**src/rtl/hdlc_fcs_pkg.sv**
```systemverilog
package hdlc_fcs_pkg;
    typedef enum logic [1:0] {
        ST_IDLE  = 2'd0,
        ST_ACCUM = 2'd1,
        ST_SEND  = 2'd2,
        ST_DONE  = 2'd3
    } fcs_state_e;

    // Reflected form of x^16 + x^12 + x^5 + 1
    localparam logic [15:0] CCITT_POLY_REV = 16'h8408;
    localparam logic [15:0] CCITT_RESIDUE  = 16'hF0B8;
endpackage

```
**src/rtl/hdlc_fcs_lfsr.sv**
```systemverilog
module hdlc_fcs_lfsr #(
    parameter int             WIDTH    = 16,
    parameter logic [WIDTH-1:0] POLY_REV = 16'h8408
) (
    input  logic             clk,
    input  logic             rst_n,
    input  logic             preset,
    input  logic             shift_en,
    input  logic             shift_bit,
    input  logic             drain,
    output logic [WIDTH-1:0] crc_q,
    output logic [WIDTH-1:0] crc_d
);
    localparam logic [WIDTH-1:0] ONES = {WIDTH{1'b1}};

    logic feedback;

    always_comb begin
        feedback = crc_q[0] ^ shift_bit;
        crc_d    = crc_q;
        if (preset) begin
            crc_d = ONES;
        end else if (shift_en) begin
            crc_d = {1'b0, crc_q[WIDTH-1:1]} ^ (feedback ? POLY_REV : '0);
        end else if (drain) begin
            crc_d = {1'b1, crc_q[WIDTH-1:1]};
        end
    end

    always_ff @(posedge clk or negedge rst_n) begin
        if (!rst_n) crc_q <= ONES;
        else        crc_q <= crc_d;
    end
endmodule

```
**src/rtl/hdlc_fcs_ctrl.sv**
```systemverilog
module hdlc_fcs_ctrl
    import hdlc_fcs_pkg::*;
#(
    parameter int WIDTH = 16
) (
    input  logic clk,
    input  logic rst_n,
    input  logic sof,
    input  logic eof,
    input  logic in_valid,
    input  logic rx_mode,
    input  logic no_crc,
    output logic preset,
    output logic shift_en,
    output logic drain,
    output logic check_strobe,
    output logic fcs_valid,
    output logic fcs_done,
    output logic bypass_q
);
    localparam int CW = (WIDTH > 1) ? $clog2(WIDTH) : 1;
    localparam logic [CW-1:0] LAST = CW'(WIDTH - 1);

    fcs_state_e state_q, state_d;
    logic [CW-1:0] cnt_q;
    logic rx_q;

    // next-state
    always_comb begin
        state_d = state_q;
        if (sof) begin
            state_d = ST_ACCUM;
        end else begin
            unique case (state_q)
                ST_IDLE:  state_d = ST_IDLE;
                ST_ACCUM: begin
                    if (eof) begin
                        if (rx_q)          state_d = ST_IDLE;
                        else if (bypass_q) state_d = ST_DONE;
                        else               state_d = ST_SEND;
                    end
                end
                ST_SEND:  if (cnt_q == LAST) state_d = ST_DONE;
                ST_DONE:  state_d = ST_IDLE;
                default:  state_d = ST_IDLE;
            endcase
        end
    end

    // state register, counter and latched modes
    always_ff @(posedge clk or negedge rst_n) begin
        if (!rst_n) begin
            state_q  <= ST_IDLE;
            cnt_q    <= '0;
            rx_q     <= 1'b0;
            bypass_q <= 1'b0;
        end else begin
            state_q <= state_d;
            if (sof) begin
                rx_q     <= rx_mode;
                bypass_q <= no_crc;
            end
            if (state_q == ST_SEND && !sof) cnt_q <= cnt_q + 1'b1;
            else                            cnt_q <= '0;
        end
    end

    // outputs
    always_comb begin
        preset       = sof;
        shift_en     = 1'b0;
        drain        = 1'b0;
        check_strobe = 1'b0;
        fcs_valid    = 1'b0;
        fcs_done     = 1'b0;
        unique case (state_q)
            ST_IDLE:  ;
            ST_ACCUM: begin
                shift_en     = in_valid && !sof;
                check_strobe = eof && rx_q && !bypass_q && !sof;
            end
            ST_SEND: begin
                fcs_valid = 1'b1;
                drain     = !sof;
            end
            ST_DONE:  fcs_done = 1'b1;
            default:  ;
        endcase
    end
endmodule

```
**src/rtl/hdlc_fcs_status.sv**
```systemverilog
module hdlc_fcs_status #(
    parameter int               WIDTH   = 16,
    parameter logic [WIDTH-1:0] RESIDUE = 16'hF0B8
) (
    input  logic             clk,
    input  logic             rst_n,
    input  logic             clear,
    input  logic             check,
    input  logic [WIDTH-1:0] crc_final,
    output logic             frame_ok,
    output logic             crc_err
);
    logic match;
    assign match = (crc_final == RESIDUE);

    always_ff @(posedge clk or negedge rst_n) begin
        if (!rst_n) begin
            frame_ok <= 1'b0;
            crc_err  <= 1'b0;
        end else if (clear) begin
            frame_ok <= 1'b0;
            crc_err  <= 1'b0;
        end else if (check) begin
            frame_ok <= match;
            crc_err  <= !match;
        end
    end
endmodule

```
**src/rtl/hdlc_fcs_unit.sv**
```systemverilog
module hdlc_fcs_unit
    import hdlc_fcs_pkg::*;
#(
    parameter int WIDTH = 16
) (
    input  logic clk,
    input  logic rst_n,
    input  logic rx_mode,
    input  logic no_crc,
    input  logic sof,
    input  logic in_valid,
    input  logic in_bit,
    input  logic eof,
    output logic fcs_valid,
    output logic fcs_bit,
    output logic fcs_done,
    output logic frame_ok,
    output logic crc_err
);
    logic preset, shift_en, drain, check_strobe, bypass_q;
    logic [WIDTH-1:0] crc_q, crc_d;

    hdlc_fcs_ctrl #(.WIDTH(WIDTH)) u_ctrl (
        .clk(clk), .rst_n(rst_n), .sof(sof), .eof(eof), .in_valid(in_valid),
        .rx_mode(rx_mode), .no_crc(no_crc), .preset(preset), .shift_en(shift_en),
        .drain(drain), .check_strobe(check_strobe), .fcs_valid(fcs_valid),
        .fcs_done(fcs_done), .bypass_q(bypass_q)
    );

    hdlc_fcs_lfsr #(.WIDTH(WIDTH), .POLY_REV(WIDTH'(CCITT_POLY_REV))) u_lfsr (
        .clk(clk), .rst_n(rst_n), .preset(preset), .shift_en(shift_en),
        .shift_bit(in_bit), .drain(drain), .crc_q(crc_q), .crc_d(crc_d)
    );

    hdlc_fcs_status #(.WIDTH(WIDTH), .RESIDUE(WIDTH'(CCITT_RESIDUE))) u_status (
        .clk(clk), .rst_n(rst_n), .clear(sof), .check(check_strobe),
        .crc_final(crc_d), .frame_ok(frame_ok), .crc_err(crc_err)
    );

    assign fcs_bit = fcs_valid & ~crc_q[0];
endmodule

```
**config.mk**
```make
export PLATFORM = sky130hd
export DESIGN_NAME = hdlc_fcs_unit
export DESIGN_NICKNAME = d
export VERILOG_FILES = /design/src/rtl/hdlc_fcs_pkg.sv /design/src/rtl/hdlc_fcs_lfsr.sv /design/src/rtl/hdlc_fcs_ctrl.sv /design/src/rtl/hdlc_fcs_status.sv /design/src/rtl/hdlc_fcs_unit.sv
export SDC_FILE = /design/constraint.sdc
export NUM_CORES = 1
export LEC_CHECK = 0
export CAP_MARGIN = 10
export CORE_MARGIN = 10
export CORE_UTILIZATION = 30
export DETAILED_ROUTE_END_ITERATION = 16
export DONT_BUFFER_PORTS = 1
export PLACE_DENSITY = 0.56
export SYNTH_ARGS = -nofsm -noshare
export SYNTH_HDL_FRONTEND = slang
export SYNTH_HIERARCHICAL = 1
export SYNTH_SLANG_ARGS = --single-unit
```
**constraint.sdc**
```tcl
create_clock -name clk -period 4.9 [get_ports clk]
set_input_delay 1.225 -clock clk [delete_from_list [all_inputs] [get_ports clk]]
set_output_delay 1.225 -clock clk [all_outputs]
set_load 0.03 [all_outputs]
```
After elaboration in Yosys (flattened, before gate mapping) --
Cells that the tools add are included.
Operators by class: add/subtract/negate cells 1, multipliers 0, divide/modulo/power cells 0, magnitude comparators 0, equal/unequal tests 7, shift-type cells 0, multiplexer cells 20, bitwise gates (word level) 4, reduce and logical (&&, ||, !) cells 12
Operators with widths (count):
- $mux 16 | 4
- $eq 16x16->1 const B | 1
- $xor 15x16->16 | 1
- $mux 1 | 10
- $mux 2 | 4
- $pmux 2 s3 | 1
- $logic_and 1x1->1 | 5
- $add 4x1->4 const B | 1
- $eq 2x2->1 const B | 2
- $eq 4x4->1 const B | 1
- $mux 4 | 1
- $logic_not 1->1 | 3
- $ne 3x2->1 const B | 1
- $ne 3x3->1 const B | 1
- $eq 2x1->1 const B | 1
- $logic_not 2->1 | 1
- $reduce_and 2->1 | 1
- $reduce_bool 2->1 | 1
- $reduce_or 2->1 | 1
- $and 1x1->1 | 1
- $not 1->1 | 1
- $xor 1x1->1 | 1
Storage, ports and cells: bits in registers 26, bits in latches 0, bits in writable memories 0, memory bits (read-only) 0, output and inout bits 5, logic and storage cells 51, memories kept 0

Longest topological paths before layout --
Gate-level depths: netlist of the first run.
word-level depth 9, mapped depth 12, mapped depth without buffers 10

Cells and area by module --
The synthesis of the first run kept the hierarchy.
By module, submodules not included:
- hdlc_fcs_lfsr | times used 1, cells an instance 63, area each 779.5 um^2, sequential area each 420.4 um^2
- hdlc_fcs_ctrl | times used 1, cells an instance 36, area each 406.6 um^2, sequential area each 200.2 um^2
- hdlc_fcs_status | times used 1, cells an instance 13, area each 140.1 um^2, sequential area each 50.0 um^2
- hdlc_fcs_unit | times used 1, cells an instance 1, area each 13.8 um^2, sequential area each 0.0 um^2

Worst setup path before layout of the first run --
OpenSTA, ideal clock, no wires.
kind input to register, start point in sof, end point reg u_status.crc_err, setup time 0.121 ns, arrival 3.230 ns, data required time 4.779 ns, path slack 1.549 ns, stages 9, cells stage by stage buf_2 > nor3b_1 > nor2_4 > buf_6 > buf_8 > a211o_1 > nor4b_2 > nand4_1 > a22o_1
On the way: word-level cells in the longest chain between the ends 9
RTL lines:
- from (decl) | RTL line hdlc_fcs_unit.sv:10 | input logic sof,
- $logic_not 1->1 | RTL line hdlc_fcs_ctrl.sv:79 | shift_en = in_valid && !sof;
- $logic_and 1x1->1 | RTL line hdlc_fcs_ctrl.sv:79
- $mux 1 | RTL line hdlc_fcs_ctrl.sv:76 | unique case (state_q)
- net shift_en | RTL line hdlc_fcs_unit.sv:20 | logic preset, shift_en, drain, check_strobe, bypass_q;
- $mux 16 | RTL line hdlc_fcs_lfsr.sv:23 | end else if (shift_en) begin
- $mux 16 | RTL line hdlc_fcs_lfsr.sv:21 | if (preset) begin
- net crc_d[11] | RTL line hdlc_fcs_unit.sv:21 | logic [WIDTH-1:0] crc_q, crc_d;
- $eq 16x16->1 | RTL line hdlc_fcs_status.sv:14 | assign match = (crc_final == RESIDUE);
- $logic_not 1->1 | RTL line hdlc_fcs_status.sv:25 | crc_err <= !match;
- $mux 1 | RTL line hdlc_fcs_status.sv:23 | end else if (check) begin
- $mux 1 | RTL line hdlc_fcs_status.sv:20 | end else if (clear) begin
- to (signal assigned) | RTL line hdlc_fcs_status.sv:25
- to (decl) | RTL line hdlc_fcs_status.sv:11 | output logic crc_err
The timed path passes the listed nets, and every way through them passes these cells. The select of a mux whose other input is x is not followed. A chain may end at the register's enable or synchronous reset.

Final worst setup path of the first run --
start point in sof, end point reg u_status.crc_err
On the way: word-level cells in the longest chain between the ends 9
RTL lines (RTL line):
- $logic_not 1->1 | hdlc_fcs_ctrl.sv:79, hdlc_fcs_ctrl.sv:84
- $mux 1 or $logic_and 1x1->1 (tied branches) | hdlc_fcs_ctrl.sv:76, hdlc_fcs_ctrl.sv:79
- $mux 16 or $mux 1 (tied branches) | hdlc_fcs_lfsr.sv:25, hdlc_fcs_ctrl.sv:76
- $mux 16 | hdlc_fcs_lfsr.sv:23
- $mux 16 * | hdlc_fcs_lfsr.sv:21
- net crc_d[11] | hdlc_fcs_unit.sv:21
- $eq 16x16->1 * | hdlc_fcs_status.sv:14
- $logic_not 1->1 * | hdlc_fcs_status.sv:25
- $mux 1 * | hdlc_fcs_status.sv:23
- $mux 1 * | hdlc_fcs_status.sv:20
The timed path passes the listed nets; every way through them passes the cells marked *. The select of a mux whose other input is x is not followed.

==> flow_metrics.py, run 1 <==
metrics = {
    "route": {
        "drc": 0,
        "drt_iter0_markers": 87,
        "wl_per_cell_um": 16.2,
        "num_vias": 842,
        "via_per_inst": 5.17,
        "routed_wl_um": 2630,
        "drt_first_pass_iters": 4,
        "final_antenna_net_count": 0,
    },
    "worst_setup_path": {
        "cp_max_fo": 28,
        "max_stage_delay_ns": 0.76,
        "rrSetupSlack_ns": 2.03,
        "path_buf_inv": 0,
        "critical_path_class": "primary input to flip-flop",
        "path_delay_family": "simple AND/OR/NAND/NOR gates",
        "slowest_stage": "nor3b_1",
        "crit_chain": "nor3b_1, nor2_4, a211o_1, nor4b_2, nand4_1, a22o_1",
        "critPathLaunchType": "primary input",
        "cp.required_ns": 5.07,
        "endpoint_kind": "flip-flop",
        "worstPathArrival_ns": 3.37,
    },
    "sta": {
        "slew-limit-headroom_pct": 35.1,
        "fin_worst_skew_ns": 0.00427,
        "finalSetupTns_ns": 0,
        "grt_setup_unrepaired": "false",
        "min_period_over_period_pct": 65.3,
        "final_max_slew_viol_count": 0,
        "setup_viol": 0,
        "worst_pin_slew_ns": 0.971,
        "fmax_ghz": 0.313,
        "min_period_ns": 3.20,
        "final-hold-violation-count": 0,
    },
    "synth": {
        "syn_area_mm2": 0.00134,
        "synth-edff-count": 0,
        "synth_seq_cells": 26,
        "async_flop_share_pct": 100,
        "synthFlopType": "dfstp_2",
        "syn_nets": 122,
        "synthTopCellsByCount": "dfstp_2, dfrtp_1, a211o_1, nor2b_1, nor2_1",
        "avgSynthCellArea_um2": 11.9,
        "synth_area_leaders": "dfstp_2, dfrtp_1, a211o_1",
        "post_synth_num_cell_types": 45,
        "netlist_instances": 113,
        "yosysMostFrequentCell": "dfstp_2",
        "synth.yosys.seq_area_share_pct": 50.0,
        "yosysTopAreaCellShare_pct": 31.4,
        "yosys_warnings": 6,
        "yosys.area.top_type": "dfstp_2",
    },
    "global_routing": {
        "track_usage_pct": 7.38,
        "grt_max_degree": 29,
        "grt_use_met3_pct": 2.06,
        "grt_pass1_wl_um": 4420,
        "met1_usage_pct": 8.21,
        "met2_usage_pct": 12.6,
        "grt_overflow_total": 0,
        "grt_pass1_vias": 895,
        "grt-busiest-layer": "met2",
        "antenna_found_initial": 0,
    },
    "final_layout": {
        "nFillCells": 420,
        "drive_above_1_share_pct": 36.9,
        "antenna_cells": 0,
        "fin_nets": 121,
        "finalCoreUtilization_pct": 32.8,
        "area_growth_syn_to_layout_pct": 6.72,
    },
    "power_and_ir_drop": {
        "seq_power_share_pct": 51.9,
        "power_density_mw_per_mm2": 332,
        "p_comb_share_pct": 10.5,
        "ir_worst_vdd_mv": 0.157,
        "power.switching_mw": 0.105,
        "cellLeakagePower_nw": 0.573,
        "power_frac_clock_pct": 37.6,
        "p_int_mw": 0.370,
        "p_sw_share_pct": 22.1,
    },
    "clock_network": {
        "path_clk_slew_ns": 0.09,
        "cts_tree": "done",
        "postCtsHoldBufs": 0,
        "cts_root_buffer": "clkbuf_8",
        "cts_resized": 0,
        "insertion_delay_ns": 0.27,
        "cts.path.max_buffers": 2,
        "clock_sink_count": 26,
        "htree_levels": 1,
        "cts_buffers": 3,
        "cts_setup_buffers": 0,
    },
    "die": {
        "row_count": 24,
        "die_width_um": 86.8,
        "die_height_um": 86.8,
        "coreArea_mm2": 0.00435,
        "ios": 13,
        "start_util_pct": 30.8,
        "dieArea_mm2": 0.00754,
    },
    "run": {
        "cap_violations": 0,
    },
    "placed_design": {
        "portBuffers": 0,
        "gp_congestion": 0.829,
        "dp_hpwl_um": 1910,
    },
    "min_path": {
        "hold_class": "flip-flop to flip-flop",
    },
    "status": {
        "status": "complete, no violations",
    },
}
[final timing paths]
check	depth (start not counted)	startpoint	to
worst min register to register	1	u_ctrl/cnt_q[0]	u_ctrl/cnt_q[0]
min in group asynchronous	0	rst_n	u_ctrl/state_q[0]
worst min-delay path	1	u_ctrl/cnt_q[0]	u_ctrl/cnt_q[0]
worst max-delay path	6	sof	u_status/crc_err
worst max register to register	7	u_ctrl/state_q[1]	u_status/crc_err
max in group asynchronous	0	rst_n	u_lfsr/crc_q[2]
[worst register-to-register path: stages, from the launching register on]
cell,delay (ns)
dfrtp_1,0.43
nand2b_4,0.17
nor3b_1,0.80
nor2_4,0.24
a211o_1,0.39
nor4b_2,0.32
nand4_1,0.18
a22o_1,0.24
[layout make-up]
cell class | instances | area [um2] | area share (%)
clock buffers | 3 | 41.3 | 2.89
clock inverters | 1 | 30.0 | 2.10
inverters | 4 | 17.5 | 1.22
multi-input cells | 77 | 606 | 42.3
flip-flops and latches | 26 | 671 | 46.9
well taps | 52 | 65.1 | 4.55
[per-stage QoR]
stage	area, um2	setup slack (ns)	hold WS (ns)	instances	total power [mW]
CTS	1430	1.77	0.479	163	0.483
floorplan	1340	1.55	0.429	113	0.295
finish	1430	1.70	0.472	163	0.475
detailed placement	1360	1.46	0.466	159	0.300
global placement	1360	1.62	0.444	159	0.298
global route	1430	1.47	0.508	163	0.495
[layer usage]
layer | share of wire, % | up-vias | routed length [um]
li1 | - | 395 | -
met4 | 2.1 | 0 | 55
met3 | 4.4 | 6 | 115
met5 | 0 | - | 0
met2 | 51 | 17 | 1360
met1 | 42 | 424 | 1110
[cell families (layout without fill, tap and decap cells)]
group | Yosys count | in the layout | share of synthesized area, %
xor+xnor | 3 | 3 | 1.96
compound gates | 25 | 25 | 15.3
buf+inv | 10 | 8 | 4.76
fa+ha+maj | 1 | 1 | 0.934
simple gates | 45 | 45 | 24.6
flops | 26 | 26 | 50.0
mux | 3 | 3 | 2.33
[placed cells by master (no fill, tap or decap), drive strengths merged, types with 3 or more instances in the layout]
cell / instances
and2b: 5
dfstp: 16
dfrtp: 10
nand2b: 5
a211o: 11
nor2: 7
inv: 4
nand3b: 3
o21ai: 5
nor2b: 9
clkbuf: 3
nand2: 5
[power by group through the flow]
| stage | Sequential (mW) | Clock, mW | Combinational (mW) |
|---|---|---|---|
| CTS | 0.247 | 0.186 | 0.0499 |
| global placement | 0.249 | 0 | 0.0484 |
| floorplan | 0.247 | 0 | 0.0486 |
| global route | 0.249 | 0.191 | 0.0549 |
| finish | 0.246 | 0.179 | 0.0499 |
| detailed placement | 0.250 | 0 | 0.0496 |
[registers in the layout, indices dropped and copies added (netlist names)]
register / flops
u_status/crc_err: 1
u_ctrl/cnt_q: 4
u_ctrl/bypass_q: 1
u_status/frame_ok: 1
u_ctrl/rx_q: 1
u_lfsr/crc_q: 16
u_ctrl/state_q: 2
No activity file was read; power rests on OpenSTA's default activity.
==> run 2, diff against run 1 <==
Clock period 4.9 ns to 3.18 ns, I/O delays scaled along.
==> flow_metrics.py, run 2 (synthesis results as in run 1) <==
metrics = {
    "global_routing": {
        "grt_max_degree": 29,
        "grt_pass1_wl_um": 4550,
        "grt_pass1_vias": 936,
        "track_usage_pct": 7.34,
        "antenna_found_initial": 0,
        "grt_overflow_total": 0,
    },
    "route": {
        "num_vias": 837,
        "via_per_inst": 5.10,
        "drc": 0,
        "wl_per_cell_um": 15.9,
        "final_antenna_net_count": 0,
        "drt_first_pass_iters": 4,
        "drt_iter0_markers": 33,
        "routed_wl_um": 2610,
    },
    "sta": {
        "min_period_over_period_pct": 79.1,
        "final_max_slew_viol_count": 0,
        "min_period_ns": 2.52,
        "slew-limit-headroom_pct": 67.9,
        "fmax_ghz": 0.397,
        "grt_setup_unrepaired": "false",
        "fin_worst_skew_ns": 0.00153,
        "hold-worst-slack_ns": 0.212,
        "setup_viol": 0,
        "final-hold-violation-count": 0,
        "worst_pin_slew_ns": 0.480,
        "worst_slack_ns": 0.664,
        "finalSetupTns_ns": 0,
    },
    "worst_setup_path": {
        "crit_chain": "nand2b_4, inv_4, nand2b_4, inv_2, nor2_4, and2b_2, a211o_2, nor4b_2, nand4_1, a22o_1",
        "worstPathArrival_ns": 2.68,
        "path_delay_family": "simple AND/OR/NAND/NOR gates",
        "slowest_stage": "dfrtp_1",
        "cp_common_cell": "nand2b_4",
        "path_buf_inv": 2,
        "critical_path_class": "flip-flop to flip-flop",
        "critPathLaunchType": "flip-flop",
        "cp_max_fo": 24,
        "max_stage_delay_ns": 0.42,
        "cp.required_ns": 3.34,
        "endpoint_kind": "flip-flop",
    },
    "clock_network": {
        "cts_root_buffer": "clkbuf_8",
        "cts.path.max_buffers": 2,
        "cts_buffers": 3,
        "cts_resized": 0,
        "clock_sink_count": 26,
        "insertion_delay_ns": 0.26,
        "path_clk_slew_ns": 0.09,
        "postCtsHoldBufs": 0,
        "cts_tree": "done",
        "cts_setup_buffers": 0,
        "htree_levels": 1,
    },
    "die": {
        "die_width_um": 86.8,
        "ios": 13,
        "start_util_pct": 30.8,
        "dieArea_mm2": 0.00754,
        "die_height_um": 86.8,
        "row_count": 24,
        "coreArea_mm2": 0.00435,
    },
    "final_layout": {
        "final_cell_mix": "dfstp_2, dfrtp_1, nor2b_1, a211o_1, nor2_1",
        "stdcell_area_mm2": 0.00144,
        "largest_reg_flops": 16,
        "final_cells": 164,
        "top_register": "u_lfsr/crc_q",
        "drive_above_1_share_pct": 37.5,
        "final_common_cell": "dfstp_2",
        "fin_nets": 122,
        "finalCoreUtilization_pct": 33.0,
        "area_growth_syn_to_layout_pct": 7.28,
        "nFillCells": 444,
        "reg.largest.list": "u_lfsr/crc_q x16, u_ctrl/cnt_q x4, u_ctrl/state_q x2",
        "antenna_cells": 0,
    },
    "power_and_ir_drop": {
        "power_density_mw_per_mm2": 507,
        "cellLeakagePower_nw": 0.578,
        "p_total_mw": 0.729,
        "ir_worst_vdd_mv": 0.162,
    },
    "min_path": {
        "hold_class": "primary input to asynchronous set/reset pin",
    },
    "status": {
        "status": "complete, no violations",
    },
    "placed_design": {
        "gp_congestion": 0.779,
        "placed_cells": 160,
        "dp_hpwl_um": 1910,
        "portBuffers": 0,
        "preCtsSetupSlack_ns": 0.411,
        "place_area_mm2": 0.00137,
    },
    "run": {
        "cap_violations": 0,
    },
}
[run 2: cell types whose count changed in the layout (fill, tap and decap cells not counted)]
cell,previous run,this run
buf_4,0,1
[run 2: cell type report]
type	count	area (um2)	share of cell area [%]
multi-input combinational	77	606	42.1
inverter	4	17.5	1.22
sequential	26	671	46.6
tap	52	65.1	4.53
clock buffer	3	41.3	2.87
timing repair buffer	1	7.51	0.522
clock inverter	1	30.0	2.09
[run 2: where the power goes]
| part | internal (mW) | leakage (nW) | switching (mW) |
|---|---|---|---|
| sequential | 0.363 | 0.300 | 0.0163 |
| clock | 0.168 | 0.0357 | 0.102 |
| combinational | 0.0392 | 0.242 | 0.0392 |
| total | 0.571 | 0.578 | 0.158 |
[run 2: worst paths after layout]
kind                            depth (start not counted)  slack (ns)               from               end
worst min register to register                          1        0.46    u_ctrl/cnt_q[0]   u_ctrl/cnt_q[0]
min in group clk                                        1        0.46    u_ctrl/cnt_q[0]   u_ctrl/cnt_q[0]
worst max-delay path                                   10        0.66  u_ctrl/state_q[0]  u_status/crc_err
worst max register to register                         10        0.66  u_ctrl/state_q[0]  u_status/crc_err
worst min-delay path                                    0        0.21              rst_n   u_ctrl/cnt_q[2]
max in group asynchronous                               0        2.79              rst_n   u_lfsr/crc_q[3]
[run 2: routing by layer]
| layer | vias to the layer above | GRT usage (%) | part of all wire (%) | wire length, um |
|---|---|---|---|---|
| li1 | 399 | - | - | - |
| met1 | 419 | 8.53 | 43 | 1130 |
| met2 | 15 | 12.4 | 51 | 1330 |
| met3 | 4 | 1.97 | 4.5 | 116 |
| met4 | 0 | 2.95 | 1.3 | 34 |
| met5 | - | 0 | 0 | 0 |
==> run 3, diff against run 2 <==
Settings changed: ABC_AREA set to 1, PLACE_DENSITY 0.56 to 0.57.
Clock period 3.18 ns to 2.2 ns, I/O delays scaled along.
==> flow_metrics.py, run 3 <==
metrics = {
    "die": {
        "dieArea_mm2": 0.00788,
        "die_width_um": 88.8,
        "row_count": 24,
        "start_util_pct": 31.7,
        "die_height_um": 88.8,
        "coreArea_mm2": 0.00447,
        "ios": 13,
    },
    "sta": {
        "min_period_ns": 1.95,
        "min_period_over_period_pct": 88.7,
        "final_max_slew_viol_count": 0,
        "finalSetupTns_ns": 0,
        "setup_viol": 0,
        "worst_pin_slew_ns": 0.508,
        "slew-limit-headroom_pct": 66.1,
        "fmax_ghz": 0.512,
        "hold-worst-slack_ns": 0.121,
        "fin_worst_skew_ns": 0.00313,
        "final-hold-violation-count": 0,
        "grt_setup_unrepaired": "false",
    },
    "final_layout": {
        "largest_reg_flops": 16,
        "ff_latch_area_um2": 671,
        "multi_input_area_um2": 626,
        "nFillCells": 457,
        "area_growth_syn_to_layout_pct": 7.41,
        "final_cell_mix": "nand2_1, inv_1, dfstp_2, nand3_1, nor2_1",
        "fin_nets": 183,
        "drive_above_1_share_pct": 32.4,
        "final_cells": 225,
        "top_register": "u_lfsr/crc_q",
        "antenna_cells": 0,
        "final_common_cell": "nand2_1",
        "reg.largest.list": "u_lfsr/crc_q x16, u_ctrl/cnt_q x4, u_ctrl/state_q x2",
        "stdcell_area_mm2": 0.00152,
    },
    "power_and_ir_drop": {
        "power_density_mw_per_mm2": 733,
        "ir_worst_vdd_mv": 0.349,
        "cellLeakagePower_nw": 0.737,
    },
    "synth": {
        "synth_seq_cells": 26,
        "synth.yosys.seq_area_share_pct": 47.3,
        "synth_area_leaders": "dfstp_2, dfrtp_1, nand2_1",
        "synthTopCellsByCount": "nand2_1, inv_1, dfstp_2",
        "netlist_instances": 169,
        "yosys.area.top_type": "dfstp_2",
        "synthFlopType": "dfstp_2",
        "syn_nets": 178,
        "yosysTopAreaCellShare_pct": 29.6,
        "async_flop_share_pct": 100,
        "post_synth_num_cell_types": 22,
        "syn_area_mm2": 0.00142,
        "yosys_warnings": 6,
        "yosysMostFrequentCell": "nand2_1",
        "avgSynthCellArea_um2": 8.40,
        "synth-edff-count": 0,
    },
    "clock_network": {
        "clock_sink_count": 26,
        "path_clk_slew_ns": 0.09,
        "cts_tree": "done",
        "cts_setup_buffers": 0,
        "insertion_delay_ns": 0.26,
        "cts_buffers": 3,
        "cts_root_buffer": "clkbuf_8",
        "cts.path.max_buffers": 2,
        "htree_levels": 1,
    },
    "worst_setup_path": {
        "max_stage_delay_ns": 0.43,
        "critical_path_class": "flip-flop to primary output",
        "critPathLaunchType": "flip-flop",
        "cp_max_fo": 4,
        "endpoint_kind": "primary output",
        "worstPathArrival_ns": 1.40,
        "cp.required_ns": 1.65,
        "crit_chain": "inv_2, nor2_4, buf_4, inv_1, nor2_2",
        "slowest_stage": "dfrtp_1",
    },
    "route": {
        "drt_iter0_markers": 31,
        "wl_per_cell_um": 12.2,
        "final_antenna_net_count": 0,
        "drc": 0,
        "num_vias": 1016,
        "routed_wl_um": 2750,
        "via_per_inst": 4.52,
        "drt_first_pass_iters": 4,
    },
    "global_routing": {
        "grt_pass1_wl_um": 4860,
        "antenna_found_initial": 0,
        "grt_pass1_vias": 1028,
        "grt_max_degree": 18,
        "grt_overflow_total": 0,
        "track_usage_pct": 7.79,
    },
    "placed_design": {
        "placed_cells": 220,
        "gp_congestion": 0.829,
        "portBuffers": 0,
        "place_area_mm2": 0.00146,
        "dp_hpwl_um": 2070,
    },
    "run": {
        "cap_violations": 0,
    },
    "min_path": {
        "hold_class": "primary input to asynchronous set/reset pin",
    },
    "status": {
        "status": "complete, no violations",
    },
}
run 3: final timing paths:
path                              startpoint                to  slack [ns]  cells after the start
min                                    rst_n   u_lfsr/crc_q[0]        0.12                      0
max                        u_ctrl/state_q[1]           fcs_bit        0.25                      5
max in group asynchronous              rst_n   u_ctrl/cnt_q[1]        1.20                      1
max reg2reg                u_ctrl/state_q[1]  u_status/crc_err        0.29                     14
min in group clk                         sof       u_ctrl/rx_q        0.40                      2
min reg2reg                  u_ctrl/cnt_q[0]   u_ctrl/cnt_q[0]        0.46                      1
run 3: per-layer routing:
| layer | routed length [um] | global-route usage [%] |
|---|---|---|
| met1 | 1340 | 10.3 |
| met2 | 1250 | 11.5 |
| met3 | 110 | 1.75 |
| met4 | 47 | 4.26 |
| met5 | 0 | 0 |
run 3: cell families (layout without fill, tap and decap cells):
family	after synthesis	in the layout	synth area share (%)
and+or+nand+nor	102	102	37.2
buffers and inverters	26	30	8.99
adders and majority gates	1	1	0.882
xor gates and xnor gates	2	2	1.23
AOI/OAI and AO/OA	12	12	4.41
DFF	26	26	47.3
run 3: critical path: cells and delay by family (launching register included):
kind          cells  cell delay, ns
flops             1            0.43
buf+inv           3            0.31
simple gates      2            0.39
run 3: report_power, final:
group,internal [mW],leakage [nW],switching (mW)
logic,0.0861,0.414,0.165
clock network,0.125,0.0231,0.138
registers,0.555,0.299,0.0476
run 3: final cells by class:
class                      count  share of cell area (%)
tap                           52                    4.27
clock buffer                   3                    2.71
clock inverter                 1                   0.246
sequential                    26                    44.0
inverter                      22                    5.58
timing repair buffer           4                    2.13
multi-input combinational    117                    41.1
run 3: through the flow:
stage / util [%] / power, mW / setup slack [ns]
2_1_floorplan: - / 0.819 / 0.328
6_report: 34.1 / 1.12 / 0.248
4_1_cts: 33.9 / 1.14 / 0.220
3_3_place_gp: 32.7 / 0.858 / 0.172
3_5_place_dp: 32.7 / 0.857 / 0.167
5_1_grt: 34.1 / 1.20 / 0.0523
run 3: repair_timing:
| item | CTS | global route |
|---|---|---|
| hold endpoints to repair | 10 | 0 |
| endpoints found under the setup margin | 0 | 2 |
| gates resized for setup | 0 | 2 |
| hold buffers | 1 | 0 |
